$ cat config.mk
export PLATFORM = sky130hd
export DESIGN_NAME = pwm_gen
export DESIGN_NICKNAME = d
export VERILOG_FILES = /design/src/rtl/pwm_gen_pkg.sv /design/src/rtl/pwm_gen_timebase.sv /design/src/rtl/pwm_gen_action.sv /design/src/rtl/pwm_gen_edge_delay.sv /design/src/rtl/pwm_gen.sv
export SDC_FILE = /design/constraint.sdc
export NUM_CORES = 1
export LEC_CHECK = 0
export BUFFER_PORTS_ARGS = -buffer_cell sky130_fd_sc_hd__buf_2
export CAP_MARGIN = 20
export CORE_UTILIZATION = 30
export CTS_BUF_LIST = sky130_fd_sc_hd__clkbuf_8 sky130_fd_sc_hd__clkbuf_16
export DETAILED_ROUTE_END_ITERATION = 7
export PLACE_DENSITY = 0.47
export SLEW_MARGIN = 20
export SYNTH_ARGS = -nofsm -noshare
export SYNTH_HDL_FRONTEND = slang
export SYNTH_HIERARCHICAL = 1
export SYNTH_SLANG_ARGS = --single-unit
$ cat constraint.sdc
create_clock -name clk -period 6.5 [get_ports clk]
set_input_delay 1.3 -clock clk [delete_from_list [all_inputs] [get_ports clk]]
set_output_delay 1.3 -clock clk [all_outputs]
set_load 0.02 [all_outputs]
$ cat src/rtl/pwm_gen_pkg.sv
package pwm_gen_pkg;
  localparam int NUM_EV = 6;
  localparam int ACTW   = 2 * NUM_EV;
  localparam int AW     = 4;

  typedef enum logic [1:0] {
    CNT_UP     = 2'd0,
    CNT_DOWN   = 2'd1,
    CNT_UPDOWN = 2'd2,
    CNT_FROZEN = 2'd3
  } cnt_mode_e;

  typedef enum logic [1:0] {
    ACT_NONE = 2'd0,
    ACT_CLR  = 2'd1,
    ACT_SET  = 2'd2,
    ACT_TGL  = 2'd3
  } act_e;

  typedef struct packed {
    logic      trip_latch;
    logic      chop_en;
    logic      db_en;
    logic      run;
    cnt_mode_e mode;
  } cfg_t;

  localparam logic [AW-1:0] ADDR_PRD     = 4'd0;
  localparam logic [AW-1:0] ADDR_CMPA    = 4'd1;
  localparam logic [AW-1:0] ADDR_CMPB    = 4'd2;
  localparam logic [AW-1:0] ADDR_CFG     = 4'd3;
  localparam logic [AW-1:0] ADDR_ACTA    = 4'd4;
  localparam logic [AW-1:0] ADDR_ACTB    = 4'd5;
  localparam logic [AW-1:0] ADDR_DBRISE  = 4'd6;
  localparam logic [AW-1:0] ADDR_DBFALL  = 4'd7;
  localparam logic [AW-1:0] ADDR_EVSEL   = 4'd8;
  localparam logic [AW-1:0] ADDR_TRIPCLR = 4'd9;
  localparam logic [AW-1:0] ADDR_CARRIER = 4'd10;
endpackage

$ cat src/rtl/pwm_gen_timebase.sv
module pwm_gen_timebase
  import pwm_gen_pkg::*;
#(
  parameter int CW = 16
) (
  input  logic              clk,
  input  logic              rst_n,
  input  logic              run,
  input  cnt_mode_e         mode,
  input  logic [CW-1:0]     prd_shd,
  input  logic [CW-1:0]     cmpa_shd,
  input  logic [CW-1:0]     cmpb_shd,
  output logic [CW-1:0]     cnt,
  output logic [CW-1:0]     prd_act,
  output logic [CW-1:0]     cmpa_act,
  output logic [NUM_EV-1:0] ev
);
  logic [CW-1:0] cmpb_act;
  logic          up_q;
  logic          at_zero;

  assign at_zero = (cnt == '0);

  always_ff @(posedge clk) begin
    if (!rst_n) begin
      cnt      <= '0;
      up_q     <= 1'b1;
      prd_act  <= '0;
      cmpa_act <= '0;
      cmpb_act <= '0;
    end else begin
      if (at_zero) begin
        prd_act  <= prd_shd;
        cmpa_act <= cmpa_shd;
        cmpb_act <= cmpb_shd;
      end
      if (!run) begin
        cnt  <= '0;
        up_q <= (mode != CNT_DOWN);
      end else begin
        case (mode)
          CNT_UP: begin
            up_q <= 1'b1;
            cnt  <= (cnt == prd_act) ? '0 : cnt + CW'(1);
          end
          CNT_DOWN: begin
            up_q <= 1'b0;
            cnt  <= at_zero ? prd_shd : cnt - CW'(1);
          end
          CNT_UPDOWN: begin
            if (up_q) begin
              if (cnt == prd_act) begin
                cnt  <= cnt - CW'(1);
                up_q <= 1'b0;
              end else begin
                cnt <= cnt + CW'(1);
              end
            end else if (at_zero) begin
              cnt  <= CW'(1);
              up_q <= 1'b1;
            end else begin
              cnt <= cnt - CW'(1);
            end
          end
          default: cnt <= cnt;
        endcase
      end
    end
  end

  // Event order matches the action field order: zero, period, A up, A down, B up, B down
  always_comb begin
    ev = '0;
    if (run) begin
      ev[0] = at_zero;
      ev[1] = (cnt == prd_act);
      ev[2] = (cnt == cmpa_act) && up_q;
      ev[3] = (cnt == cmpa_act) && !up_q;
      ev[4] = (cnt == cmpb_act) && up_q;
      ev[5] = (cnt == cmpb_act) && !up_q;
    end
  end
endmodule

$ cat src/rtl/pwm_gen_action.sv
module pwm_gen_action
  import pwm_gen_pkg::*;
(
  input  logic              clk,
  input  logic              rst_n,
  input  logic [NUM_EV-1:0] ev,
  input  logic [ACTW-1:0]   act,
  output logic              q
);
  logic nxt;

  // Higher-numbered events are applied last and therefore win
  always_comb begin
    nxt = q;
    for (int i = 0; i < NUM_EV; i++) begin
      if (ev[i]) begin
        case (act_e'(act[2*i +: 2]))
          ACT_CLR: nxt = 1'b0;
          ACT_SET: nxt = 1'b1;
          ACT_TGL: nxt = ~nxt;
          default: nxt = nxt;
        endcase
      end
    end
  end

  always_ff @(posedge clk) begin
    if (!rst_n) q <= 1'b0;
    else        q <= nxt;
  end
endmodule

$ cat src/rtl/pwm_gen_edge_delay.sv
module pwm_gen_edge_delay #(
  parameter int DBW = 10
) (
  input  logic           clk,
  input  logic           rst_n,
  input  logic           x,
  input  logic [DBW-1:0] dly,
  output logic           y
);
  logic [DBW-1:0] held;

  // Counts how long x has been high, saturating at the programmed delay
  always_ff @(posedge clk) begin
    if (!rst_n || !x) held <= '0;
    else if (held < dly) held <= held + DBW'(1);
  end

  assign y = x && (held >= dly);
endmodule

$ cat src/rtl/pwm_gen.sv
module pwm_gen
  import pwm_gen_pkg::*;
#(
  parameter int CW  = 16,
  parameter int DBW = 10,
  parameter int CHW = 8
) (
  input  logic          clk,
  input  logic          rst_n,
  input  logic          wr_en,
  input  logic [AW-1:0] wr_addr,
  input  logic [CW-1:0] wr_data,
  input  logic          trip_in,
  output logic          pwm_a,
  output logic          pwm_b,
  output logic          irq,
  output logic          adc_soc
);
  localparam int CFGW = $bits(cfg_t);
  localparam int SELW = 3;

  logic [CW-1:0]            prd_shd, cmpa_shd, cmpb_shd;
  cfg_t                     cfg_q;
  logic [1:0][ACTW-1:0]     act_q;
  logic [1:0][DBW-1:0]      db_dly;
  logic [2*SELW-1:0]        evsel_q;
  logic [CHW-1:0]           cdiv_q, ccnt_q;
  logic                     carrier_q;
  logic                     trip_lat;
  logic                     trip_clr;

  logic [CW-1:0]            cnt, prd_act, cmpa_act;
  logic [NUM_EV-1:0]        ev;
  logic [1:0]               raw, db_x, db_out, pre, chopped;
  logic                     run, db_en, force_off;

  assign run      = cfg_q.run;
  assign db_en    = cfg_q.db_en;
  assign trip_clr = wr_en && (wr_addr == ADDR_TRIPCLR);

  always_ff @(posedge clk) begin
    if (!rst_n) begin
      prd_shd  <= '0;
      cmpa_shd <= '0;
      cmpb_shd <= '0;
      cfg_q    <= '0;
      act_q    <= '0;
      db_dly   <= '0;
      evsel_q  <= '0;
      cdiv_q   <= '0;
    end else if (wr_en) begin
      case (wr_addr)
        ADDR_PRD:     prd_shd   <= wr_data;
        ADDR_CMPA:    cmpa_shd  <= wr_data;
        ADDR_CMPB:    cmpb_shd  <= wr_data;
        ADDR_CFG:     cfg_q     <= cfg_t'(wr_data[CFGW-1:0]);
        ADDR_ACTA:    act_q[0]  <= wr_data[ACTW-1:0];
        ADDR_ACTB:    act_q[1]  <= wr_data[ACTW-1:0];
        ADDR_DBRISE:  db_dly[0] <= wr_data[DBW-1:0];
        ADDR_DBFALL:  db_dly[1] <= wr_data[DBW-1:0];
        ADDR_EVSEL:   evsel_q   <= wr_data[2*SELW-1:0];
        ADDR_CARRIER: cdiv_q    <= wr_data[CHW-1:0];
        default: ;
      endcase
    end
  end

  pwm_gen_timebase #(.CW(CW)) u_tb (
    .clk, .rst_n, .run, .mode(cfg_q.mode),
    .prd_shd, .cmpa_shd, .cmpb_shd,
    .cnt, .prd_act, .cmpa_act, .ev
  );

  // One action unit and one edge-delay unit per output
  assign db_x = {~raw[0], raw[0]};

  for (genvar g = 0; g < 2; g++) begin : g_out
    pwm_gen_action u_act (
      .clk, .rst_n, .ev, .act(act_q[g]), .q(raw[g])
    );
    pwm_gen_edge_delay #(.DBW(DBW)) u_dly (
      .clk, .rst_n, .x(db_x[g]), .dly(db_dly[g]), .y(db_out[g])
    );
    assign pre[g]     = db_en ? db_out[g] : raw[g];
    assign chopped[g] = pre[g] && (!cfg_q.chop_en || carrier_q);
  end

  always_ff @(posedge clk) begin
    if (!rst_n) begin
      ccnt_q    <= '0;
      carrier_q <= 1'b0;
    end else if (ccnt_q == cdiv_q) begin
      ccnt_q    <= '0;
      carrier_q <= ~carrier_q;
    end else begin
      ccnt_q <= ccnt_q + CHW'(1);
    end
  end

  always_ff @(posedge clk) begin
    if (!rst_n)                            trip_lat <= 1'b0;
    else if (trip_in && cfg_q.trip_latch)  trip_lat <= 1'b1;
    else if (trip_clr)                     trip_lat <= 1'b0;
  end

  assign force_off = trip_in || trip_lat;
  assign pwm_a     = chopped[0] && !force_off;
  assign pwm_b     = chopped[1] && !force_off;

  function automatic logic pick(input logic [SELW-1:0] sel, input logic [NUM_EV-1:0] e);
    if (sel != '0 && int'(sel) <= NUM_EV) return e[sel - SELW'(1)];
    return 1'b0;
  endfunction

  always_ff @(posedge clk) begin
    if (!rst_n) begin
      irq     <= 1'b0;
      adc_soc <= 1'b0;
    end else begin
      irq     <= pick(evsel_q[SELW-1:0], ev);
      adc_soc <= pick(evsel_q[2*SELW-1:SELW], ev);
    end
  end
endmodule

# [Yosys cells after proc, flatten, opt, wreduce, memory -nomap -nowiden]
# Cells that the tools add are included.
[classes] n_addsub=7 n_lt_le_gt_ge=8 n_eq_ne=54 mux=50 bitwise_logic=14 n_reduce_logical=44
[ops] op="2-to-1 mux 16 bit" count=5
[ops] op="equality test 2 bit (second input constant)" count=25
[ops] op="equality test 16 bit" count=3
[ops] op="one-hot mux 16 bit (3 select lines)" count=1
[ops] op="one-hot mux 1 bit (3 select lines)" count=13
[ops] op="2-to-1 mux 1 bit" count=28
[ops] op="equality test 2 x 1 -> 1 bit (second input constant)" count=13
[ops] op="AND reduction 2 bit" count=13
[ops] op="adder 10 x 1 -> 10 bit (second input constant)" count=2
[ops] op=">= comparator 10 bit" count=2
[ops] op="< comparator 10 bit" count=2
[ops] op="adder 16 x 1 -> 16 bit (second input constant)" count=1
[ops] op="equality test 4 x 3 -> 1 bit (second input constant)" count=4
[ops] op="zero test 16 bit" count=1
[ops] op="subtractor 16 x 1 -> 16 bit (second input constant)" count=1
[ops] op="logical AND 1 bit" count=14
[ops] op="NOT 1 bit" count=14
[ops] op="equality test 4 bit (second input constant)" count=3
[ops] op="nonzero test 3 bit" count=3
[ops] op="adder 8 x 1 -> 8 bit (second input constant)" count=1
[ops] op="equality test 4 x 2 -> 1 bit (second input constant)" count=2
[ops] op="equality test 8 bit" count=1
[ops] op="< comparator 3 x 4 -> 1 bit (second input constant)" count=2
[ops] op="binary-select mux 1 bit (select 3 bit)" count=2
[ops] op="other kinds (12)" count=21
[totals] reg_bits=211 inputBits=24 output_inout_bits=4 elab_cells=205

# [Longest topological paths before layout]
# Gate-level depths: netlist of run 1.
[logic_depth] word_depth=19 ltp_mapped=14 ltp_nobuf=12

# [Cells and area by module]
# The synthesis of run 1 kept the hierarchy.
[by_module_without_submodules] module="pwm_gen" instances=1 cells_per_inst=546 area_per_inst_um2=5083.6 seq_area_each_um2=2482.4
[by_module_without_submodules] module="pwm_gen_timebase" instances=1 cells_per_inst=572 area_per_inst_um2=4335.4 seq_area_each_um2=1301.2
[by_module_without_submodules] module="pwm_gen_edge_delay" instances=2 cells_per_inst=99 area_per_inst_um2=794.5 seq_area_each_um2=200.2
[by_module_without_submodules] module="pwm_gen_action" instances=2 cells_per_inst=28 area_per_inst_um2=172.7 seq_area_each_um2=20.0

# [Worst setup path before layout of run 1]
# Ideal clock, no wire load.
[synth_path] path_type="input to output" startpoint="in trip_in" endpoint="out pwm_a" t_arrival_ns=1.875 t_required_ns=5.200 slack_ns=3.325 stages=2 path_buffers=0 cell_sequence="a211oi_1 -> nor2b_1"
[synth_between] elab_chain_cells=3
[synth_rtl] element="start, declared" line="pwm_gen.sv:13" rtl="input logic trip_in,"
[synth_rtl] element="logical OR 1 bit" line="pwm_gen.sv:106" rtl="assign force_off = trip_in || trip_lat;"
[synth_rtl] element="zero test 1 bit" line="pwm_gen.sv:107" rtl="assign pwm_a = chopped[0] && !force_off;"
[synth_rtl] element="logical AND 1 bit" line="pwm_gen.sv:107"
[synth_rtl] element="end, declared" line="pwm_gen.sv:14" rtl="output logic pwm_a,"
# Every way passes these cells.

# [Worst setup path in the final report of run 1]
[layout_path] startpoint="reg db_dly[9] (netlist bit)" endpoint="out pwm_a"
[layout_between] elab_chain_cells=5
[layout_rtl] element="start, declared" line="pwm_gen.sv:25" rtl="logic [1:0][DBW-1:0] db_dly;"
[layout_rtl] element=">= comparator 10 bit" line="pwm_gen_edge_delay.sv:18" rtl="assign y = x && (held >= dly);"
[layout_rtl] element="logical AND 1 bit" line="pwm_gen_edge_delay.sv:18"
[layout_rtl] element="net db_out[0]" line="pwm_gen.sv:34" rtl="logic [1:0] raw, db_x, db_out, pre, chopped;"
[layout_rtl] element="2-to-1 mux 1 bit" line="pwm_gen.sv:84" rtl="assign pre[g] = db_en ? db_out[g] : raw[g];"
[layout_rtl] element="logical AND 1 bit" line="pwm_gen.sv:85" rtl="assign chopped[g] = pre[g] && (!cfg_q.chop_en || carrier_q);"
[layout_rtl] element="logical AND 1 bit" line="pwm_gen.sv:107"
# The timed path passes the listed nets, and every way through them passes these cells.

==> reports/qor.yml, run 1 <==
worst_setup_path:
  crit_path_top_delay_cell: "dfxtp_1"
  r2r_cells: 10
  crit_type: "reg -> out"
  r2r_slack_ps: 3140
  cp_slowest_stage_delay_ps: 330
  crit_family: "simple AND/OR/NAND/NOR gates"
  critPathArrivalTime_ps: 2660
  path_max_fanout: 15
  crit_end: "pwm_a"
  critPathBufInv: 2
  reg2reg_from: "u_tb/cnt[2]"
  worstPathCellList: "inv_1, ha_1, nand4_1, a211oi_1, or2_4, o31a_1, mux2i_1, nor2b_1, buf_2"
  r2r-end: "g_out[1].u_act/q"
  critPathLaunch: "db_dly[9]"
  end_kind: "output port"
  crit_cells: 9
  cp-start-kind: "flop"
  cp.required_ps: 5200
cells_and_area:
  fin_util_pct: 34.3
  fill_cells: 3933
  final_cell_area_um2: 12700
  finish.net_count: 1404
  drive_gt1_share_pct: 8.06
  diodes: 0
  layout.cells.most_common: "nand2_1"
  final_cell_mix: "nand2_1, dfxtp_1, a21boi_0"
  syn_to_final_growth_pct: 11.8
synthesis:
  yosys-top-cells-area: "dfxtp_1, nand2_1, a21boi_0, mux2i_1, ha_1"
  syn-mean-instance-area_um2: 8.28
  synth_top_area_cell: "dfxtp_1"
  synth.distinct_cells: 66
  synth_top_family_by_area: "simple AND/OR/NAND/NOR gates"
  synth_mux_area_share_pct: 5.40
  synth.net_count: 1431
  synth_edf_count: 0
  synthAdderAreaFrac_pct: 3.86
  synthFlopType: "dfxtp_1"
  synth-seq-cells: 211
  synth-xor-area-share_pct: 7.02
  synthSimpleGateAreaFrac_pct: 24.1
  synthCells: 1372
  synth_compound_gate_area_share_pct: 17.4
  async_flop_share_pct: 0
  syn_area_um2: 11400
  synth.yosys.seq_area_share_pct: 37.2
  synth_top_area_share_pct: 37.2
  yosysWarnings: 6
placement:
  dpl_cell_area_um2: 11800
  dp_hpwl_um: 21400
  gp_congestion: 0.799
  numPortBuffers: 27
routing:
  routed-via-count: 9314
  antenna_left: 0
  wl_met3_um: 1210
  met1_length_um: 16100
  via_per_inst: 4.98
  wl_per_cell_um: 17.2
  wl_um: 32100
  drt_pre_antenna_iters: 5
  top_layer_used: "met4"
  drtIter0Drc: 550
  drc: 0
  route.met2.wl_um: 14400
floorplan:
  dieArea_um2: 38600
  dieWidth_um: 197
  start_util_pct: 30.7
  coreArea_um2: 37000
  die_h_um: 197
  ioPinCount: 28
  rows: 70
power_and_ir_drop:
  p_sw_mw: 0.701
  swShare_pct: 23.5
  combPwrFrac_pct: 5.7
  clkPwrFrac_pct: 49.9
  p_leak_nw: 4.40
  peakVddDrop_mv: 0.130
  p_per_area_nw_per_um2: 235
  pwr-share-seq_pct: 44.4
  total_power_mw: 2.98
  internal_power_mw: 2.28
cts:
  cts_buffers: 26
  cts.sinks: 211
  post-cts-setup-buffers: 0
  insertion_delay_ps: 530
  cts_hold_buf: 0
  clock-root-buffer: "clkbuf_16"
  cts_tree: "done"
  cts.reportedPaths.clkPinSlew_ps: 60
  cts_resized: 0
  h-tree-depth: 1
  ctsLongestPathBuffers: 3
sta:
  setup_tns_ps: 0
  max_freq_ghz: 0.252
  max-slew-margin-rel_pct: 37.2
  slew_viol_final: 0
  fin_crit_sh_pct: 61.0
  worstMarginPinSlew_ps: 938
  hold_viol_final: 0
  rsz0062_at_grt: "false"
  skew_ps: 16.2
  final-setup-viol-count: 0
  finalCriticalPeriod_ps: 3960
global_route:
  grt_max_degree: 122
  grt_pass1_wl_um: 51000
  grt_pass1_vias: 8929
  antenna_found_initial: 0
  gr-total-overflow: 0
  grtUsageTotal_pct: 16.6
status:
  status: "completed"
run:
  max-cap-violations: 0
worst_hold_path:
  hold_class: "reg -> reg"
==> worst min-delay path by stage <==
stage | cells past startpoint | to | startpoint | slack [ps]
finish | 2 | cmpa_shd[14] | cmpa_shd[14] | 450
global route | 2 | u_tb/cmpb_act[3] | cmpb_shd[3] | 470
CTS | 2 | prd_shd[5] | prd_shd[5] | 450
detailed placement | 2 | prd_shd[5] | prd_shd[5] | 450
global placement | 2 | cmpa_shd[7] | cmpa_shd[7] | 440
floorplan | 2 | cmpa_shd[10] | cmpa_shd[10] | 440
==> cell type report <==
cell class / count / area (um^2) / share of cell area, %
Timing Repair Buffer: 34 / 203 / 1.60
Tap cell: 504 / 631 / 4.97
Sequential cell: 211 / 4220 / 33.3
Clock buffer: 34 / 772 / 6.08
Multi-Input combinational cell: 1030 / 6580 / 51.9
Inverter: 42 / 158 / 1.24
Clock inverter: 14 / 120 / 0.947
==> per-layer routing <==
metal | vias up | track usage, %
li1 | 4691 | -
met1 | 4426 | 23.8
met2 | 163 | 27.0
met3 | 34 | 1.73
met4 | 0 | 3.21
met5 | - | 0
==> worst register-to-register path: stages (launching register included) <==
cell     delay [ps]
dfxtp_1         730
xor2_1          160
nor4_1          510
nand4_1         260
nor2_1          500
nand2_1         130
mux2i_2         230
nor2_1           60
or3_1           350
a21oi_1         200
mux2i_1         190
==> cell usage after synthesis (all sizes together) (3+ instances only) <==
cell,number
nand2,279
dfxtp,211
a21boi,119
nor2,62
mux2i,56
clkbuf,51
nor2b,47
xor2,46
xnor2,45
o21ai,43
inv,42
a21oi,38
buf,38
nand3,36
ha,35
nor3,31
nand4,24
nor4,19
a31oi,16
and2,15
o31ai,15
or4,11
o211ai,10
o221ai,10
nand2b,8
or3,8
a211oi,7
and3,5
nand3b,5
o31a,5
or2,5
a221oi,4
o21a,3
==> cells by family (layout without fill, tap and decap cells) <==
logic type | Yosys count | in the layout
flops | 211 | 211
xor+xnor | 91 | 91
mux | 58 | 58
compound gates | 285 | 285
fa+ha+maj | 35 | 35
simple gates | 561 | 561
buf+inv | 131 | 124
==> power groups by stage <==
stage	sequential (mW)	clock, mW	combinational (mW)
2_1_floorplan	1.35	0	0.115
3_3_place_gp	1.35	0	0.169
3_5_place_dp	1.35	0	0.170
4_1_cts	1.32	1.53	0.170
5_1_grt	1.32	1.58	0.185
6_report	1.32	1.49	0.169
==> sequential cells by signal, summed over array words and instances (netlist names), 2 cells and up <==
| register | cells |
|---|---|
| act_q | 24 |
| db_dly | 20 |
| g_out.u_dly/held | 20 |
| cmpa_shd | 16 |
| cmpb_shd | 16 |
| prd_shd | 16 |
| u_tb/cmpa_act | 16 |
| u_tb/cmpb_act | 16 |
| u_tb/cnt | 16 |
| u_tb/prd_act | 16 |
| ccnt_q | 8 |
| cdiv_q | 8 |
| evsel_q | 6 |
| cfg_q | 4 |
| g_out.u_act/q | 2 |
==> through the flow <==
stage	setup WS (ps)	std cells	hold WS [ps]
2_1_floorplan	3330	1372	435
3_3_place_gp	3140	1821	442
3_5_place_dp	3110	1821	445
4_1_cts	2530	1869	454
5_1_grt	2300	1869	475
6_report	2540	1869	452
No activity file was read; power rests on OpenSTA's default activity.
==> inputs of run 2 (changes only) <==
--- a/config.mk
+++ b/config.mk
@@ -10,7 +10,7 @@
 export CORE_UTILIZATION = 30
 export CTS_BUF_LIST = sky130_fd_sc_hd__clkbuf_8 sky130_fd_sc_hd__clkbuf_16
 export DETAILED_ROUTE_END_ITERATION = 7
-export PLACE_DENSITY = 0.47
+export PLACE_DENSITY = 0.49
 export SLEW_MARGIN = 20
 export SYNTH_ARGS = -nofsm -noshare
 export SYNTH_HDL_FRONTEND = slang
==> constraint.sdc (replaced) <==
create_clock -name clk -period 3.42 [get_ports clk]
set_input_delay 0.684 -clock clk [delete_from_list [all_inputs] [get_ports clk]]
set_output_delay 0.684 -clock clk [all_outputs]
set_load 0.02 [all_outputs]
==> reports/qor.yml, run 2 (synthesized netlist as in run 1, its figures left out) <==
floorplan:
  ioPinCount: 28
  die_h_um: 197
  rows: 70
  coreArea_um2: 37000
  dieArea_um2: 38600
  dieWidth_um: 197
  start_util_pct: 30.7
routing:
  via_per_inst: 5.05
  wl_um: 32600
  drc: 0
  wl_per_cell_um: 17.3
  antenna_left: 0
  routed-via-count: 9556
  drt_pre_antenna_iters: 5
  drtIter0Drc: 623
power_and_ir_drop:
  total_power_mw: 5.80
  pwr-share-seq_pct: 43.4
  clkPwrFrac_pct: 51.0
  peakVddDrop_mv: 0.347
  p_leak_nw: 4.54
  p_sw_mw: 1.35
  internal_power_mw: 4.44
  combPwrFrac_pct: 5.6
  p_per_area_nw_per_um2: 449
  swShare_pct: 23.3
global_route:
  grt_util_met2_pct: 27.4
  met3_usage_pct: 2.43
  antenna_found_initial: 0
  grt_max_degree: 175
  busiest_layer: "met2"
  grt_pass1_wl_um: 51700
  gr-total-overflow: 0
  grt_pass1_vias: 9114
  grtUsageTotal_pct: 16.9
  met1_usage_pct: 23.2
worst_setup_path:
  r2r_cells: 10
  crit_type: "reg -> out"
  path_max_fanout: 10
  crit_end: "pwm_a"
  cp.required_ps: 2740
  cp-start-kind: "flop"
  critPathLaunch: "db_dly[4]"
  r2r_slack_ps: 390
  r2r-end: "g_out[0].u_act/q"
  reg2reg_from: "u_tb/cnt[4]"
  end_kind: "output port"
  critPathArrivalTime_ps: 2590
cells_and_area:
  drive_gt1_share_pct: 9.67
  regMostFlops: "act_q"
  fin_util_pct: 34.9
  reg_top3: "act_q x24, db_dly x20, g_out.u_dly/held x20"
  largest_reg_flops: 24
  finish.net_count: 1426
  syn_to_final_growth_pct: 13.8
  layout.cells.most_common: "nand2_1"
  final_cell_mix: "nand2_1, dfxtp_1, a21boi_0"
cts:
  h-tree-depth: 1
  insertion_delay_ps: 540
  cts.sinks: 211
  cts_hold_buf: 0
  ctsLongestPathBuffers: 3
  cts_tree: "done"
  clock-root-buffer: "clkbuf_16"
  cts_buffers: 26
  cts.reportedPaths.clkPinSlew_ps: 60
sta:
  finalCriticalPeriod_ps: 3280
  skew_ps: 27.7
  slew_viol_final: 0
  hold_viol_final: 0
  final-setup-viol-count: 0
  hold-worst-slack_ps: 406
  max-slew-margin-rel_pct: 41.9
  fin_crit_sh_pct: 95.8
  worstMarginPinSlew_ps: 870
  max_freq_ghz: 0.305
placement:
  numPortBuffers: 27
  dp_hpwl_um: 22500
  gp_congestion: 0.888
status:
  status: "completed"
run:
  max-cap-violations: 0
worst_hold_path:
  hold_class: "in -> reg"
[run 2: changes by cell type in the layout (fill, tap and decap cells not counted)]
cell       change
clkbuf_8       -2
a211oi_2       +2
diode_2        +1
clkinv_4       +1
inv_1          -1
bufinv_16      +2
o21ba_4        +2
o21ba_2        -2
clkinv_2       -2
a211oi_1       -2
buf_4         +22
inv_6          +1
[run 2: stage by stage]
stage / cells / TNS, ps / setup WS (ps) / cell area [um^2]
after global routing: 1890 / -33.0 / -33.0 / 12900
after detailed placement: 1839 / 0 / 532 / 11900
final: 1891 / 0 / 143 / 12900
after CTS: 1886 / 0 / 57.5 / 12900
after floorplan: 1372 / 0 / 394 / 11400
after global placement: 1839 / 0 / 607 / 11900
[run 2: worst min path at each step]
stage                  from           end  slack [ps]  cells past startpoint
2_1_floorplan  cmpa_shd[10]  cmpa_shd[10]         440                      2
3_3_place_gp    cmpa_shd[9]   cmpa_shd[9]         440                      2
3_5_place_dp    cmpb_shd[7]   cmpb_shd[7]         440                      2
4_1_cts         wr_data[13]  cmpb_shd[13]         390                      3
5_1_grt         wr_data[13]  cmpb_shd[13]         410                      3
6_report        wr_data[13]  cmpb_shd[13]         410                      3
[run 2: area by class of cell]
| cell class | count | area (um^2) |
|---|---|---|
| clock inverter | 15 | 184 |
| multi-input combinational | 1030 | 6600 |
| fill | 3937 | 24000 |
| sequential | 211 | 4220 |
| tap | 504 | 631 |
| antenna | 1 | 2.50 |
| clock buffer | 32 | 744 |
| inverter | 42 | 158 |
| timing repair buffer | 56 | 368 |
[run 2: metal layers]
layer | vias to the layer above | share of wire (%)
li1 | 4728 | -
met1 | 4550 | 47
met2 | 229 | 46
met3 | 49 | 4.9
met4 | 0 | 2.3
met5 | - | 0
[run 2: power groups by stage]
| stage | registers (mW) | logic (mW) | clock network (mW) |
|---|---|---|---|
| after CTS | 2.51 | 0.323 | 3.03 |
| after global routing | 2.52 | 0.361 | 3.13 |
| after floorplan | 2.56 | 0.219 | 0 |
| after global placement | 2.57 | 0.321 | 0 |
| after detailed placement | 2.57 | 0.323 | 0 |
| final | 2.51 | 0.326 | 2.96 |
[run 2: critical path, cell delays in order (launching register included)]
cell and delay (ps):
dfxtp_1 330, inv_1 40, ha_1 320, a21oi_1 220, a211oi_2 110, or2_4 310
o31a_1 340, mux2i_1 160, nor2b_1 80, buf_2 160
[run 2: repair_timing]
action                     CTS  global route
setup buffers                0             4
gates resized for setup      0             4
setup endpoints to repair    0             2
==> inputs of run 3 (changes only) <==
--- a/config.mk
+++ b/config.mk
@@ -11,6 +11,7 @@
 export CTS_BUF_LIST = sky130_fd_sc_hd__clkbuf_8 sky130_fd_sc_hd__clkbuf_16
 export DETAILED_ROUTE_END_ITERATION = 7
 export PLACE_DENSITY = 0.49
+export RECOVER_POWER = 100
 export SLEW_MARGIN = 20
 export SYNTH_ARGS = -nofsm -noshare
 export SYNTH_HDL_FRONTEND = slang
==> reports/qor.yml, run 3 (synthesized netlist as in run 1, its figures left out) <==
status:
  status: "completed"
cells_and_area:
  layout.cells.most_common: "nand2_1"
  reg_top3: "act_q x24, db_dly x20, g_out.u_dly/held x20"
  syn_to_final_growth_pct: 13.5
  fill_cells: 3938
  finish.net_count: 1426
  largest_reg_flops: 24
  regMostFlops: "act_q"
  drive_gt1_share_pct: 8.95
  final_cell_mix: "nand2_1, dfxtp_1, a21boi_0"
routing:
  wl_um: 32700
  via_per_inst: 5.06
  wl_per_cell_um: 17.3
  drt_pre_antenna_iters: 5
  routed-via-count: 9561
  drc: 0
  drtIter0Drc: 623
  wl_met3_um: 1370
  route.met2.wl_um: 15000
  antenna_left: 0
  top_layer_used: "met4"
  met1_length_um: 15600
placement:
  dp_hpwl_um: 22500
  place_ws_ps: 532
  numPortBuffers: 27
  gp_congestion: 0.888
worst_setup_path:
  cp.required_ps: 2740
  crit_type: "reg -> out"
  path_max_fanout: 10
  critPathArrivalTime_ps: 2580
  end_kind: "output port"
  cp-start-kind: "flop"
global_route:
  gr-total-overflow: 0
  grt_pass1_wl_um: 51700
  grt_max_degree: 175
  grtUsageTotal_pct: 16.9
  antenna_found_initial: 0
  grt_pass1_vias: 9114
cts:
  ctsLongestPathBuffers: 3
  cts.reportedPaths.clkPinSlew_ps: 60
  insertion_delay_ps: 540
  cts_buffers: 26
  cts_tree: "done"
  clock-root-buffer: "clkbuf_16"
  cts.sinks: 211
  h-tree-depth: 1
floorplan:
  dieWidth_um: 197
  rows: 70
  start_util_pct: 30.7
  ioPinCount: 28
  die_h_um: 197
  dieArea_um2: 38600
  coreArea_um2: 37000
power_and_ir_drop:
  p_leak_nw: 4.51
  total_power_mw: 5.80
  p_per_area_nw_per_um2: 450
  peakVddDrop_mv: 0.347
sta:
  fin_crit_sh_pct: 95.5
  worstMarginPinSlew_ps: 1240
  hold-worst-slack_ps: 410
  slew_viol_final: 0
  skew_ps: 28.0
  setup_tns_ps: 0
  setup_slack_ps: 153
  finalCriticalPeriod_ps: 3270
  max_freq_ghz: 0.306
  hold_viol_final: 0
  max-slew-margin-rel_pct: 17.6
  final-setup-viol-count: 0
run:
  max-cap-violations: 0
worst_hold_path:
  hold_class: "in -> reg"
## run 3: cell types whose count changed in the layout (fill, tap and decap cells not counted), moves of 2 or more
cell,before,now
a21boi_0,91,100
a21boi_1,28,19
buf_2,26,20
clkbuf_1,0,7
nor2_1,57,59
nor2_4,2,0
## run 3: power breakdown
group	total (mW)	switching [mW]	internal, mW
sequential	2.51	0.0260	2.49
combinational	0.324	0.209	0.115
clock	2.96	1.12	1.84
## run 3: metrics by stage
stage / utilization (%) / cells / instance area [um^2]
5_1_grt: 34.9 / 1890 / 12900
6_report: 34.9 / 1891 / 12900
4_1_cts: 34.8 / 1886 / 12900
2_1_floorplan: - / 1372 / 11400
3_5_place_dp: 32.3 / 1839 / 11900
3_3_place_gp: 32.3 / 1839 / 11900
## run 3: what timing repair did
action	4_1_cts	5_1_grt
endpoints found under the setup margin	0	2
setup buffers	0	4
hold buffers	0	0
hold endpoints to repair	0	0
resized for setup	0	4
## run 3: cell type report
class | count | area [um^2] | area share (%)
inverters | 42 | 158 | 1.22
flip-flops and latches | 211 | 4220 | 32.8
clock inverters | 15 | 184 | 1.43
multi-input cells | 1030 | 6590 | 51.1
well taps | 504 | 631 | 4.89
diodes | 1 | 2.50 | 0.0194
clock buffers | 32 | 744 | 5.78
repair buffers | 56 | 357 | 2.77
## run 3: final timing paths
check,start,to,cells after the start,slack (ps)
worst max-delay path,db_dly[4],pwm_a,9,150
worst min-delay path,wr_data[13],cmpb_shd[13],3,410
worst max register to register,u_tb/cnt[4],g_out[1].u_act/q,10,450
worst min register to register,cmpb_shd[7],cmpb_shd[7],2,450
## run 3: per-layer routing
metal | GRT usage [%] | vias up
met5 | 0 | -
met4 | 4.51 | 0
met2 | 27.4 | 187
met1 | 23.2 | 4596
li1 | - | 4729
met3 | 2.43 | 49
## run 3: critical path: stages, from the launching register on
cell,delay (ps)
dfxtp_1,330
inv_1,40
ha_1,320
a21oi_1,220
a211oi_2,110
or2_4,310
o31a_1,340
mux2i_1,160
nor2b_1,70
buf_2,160
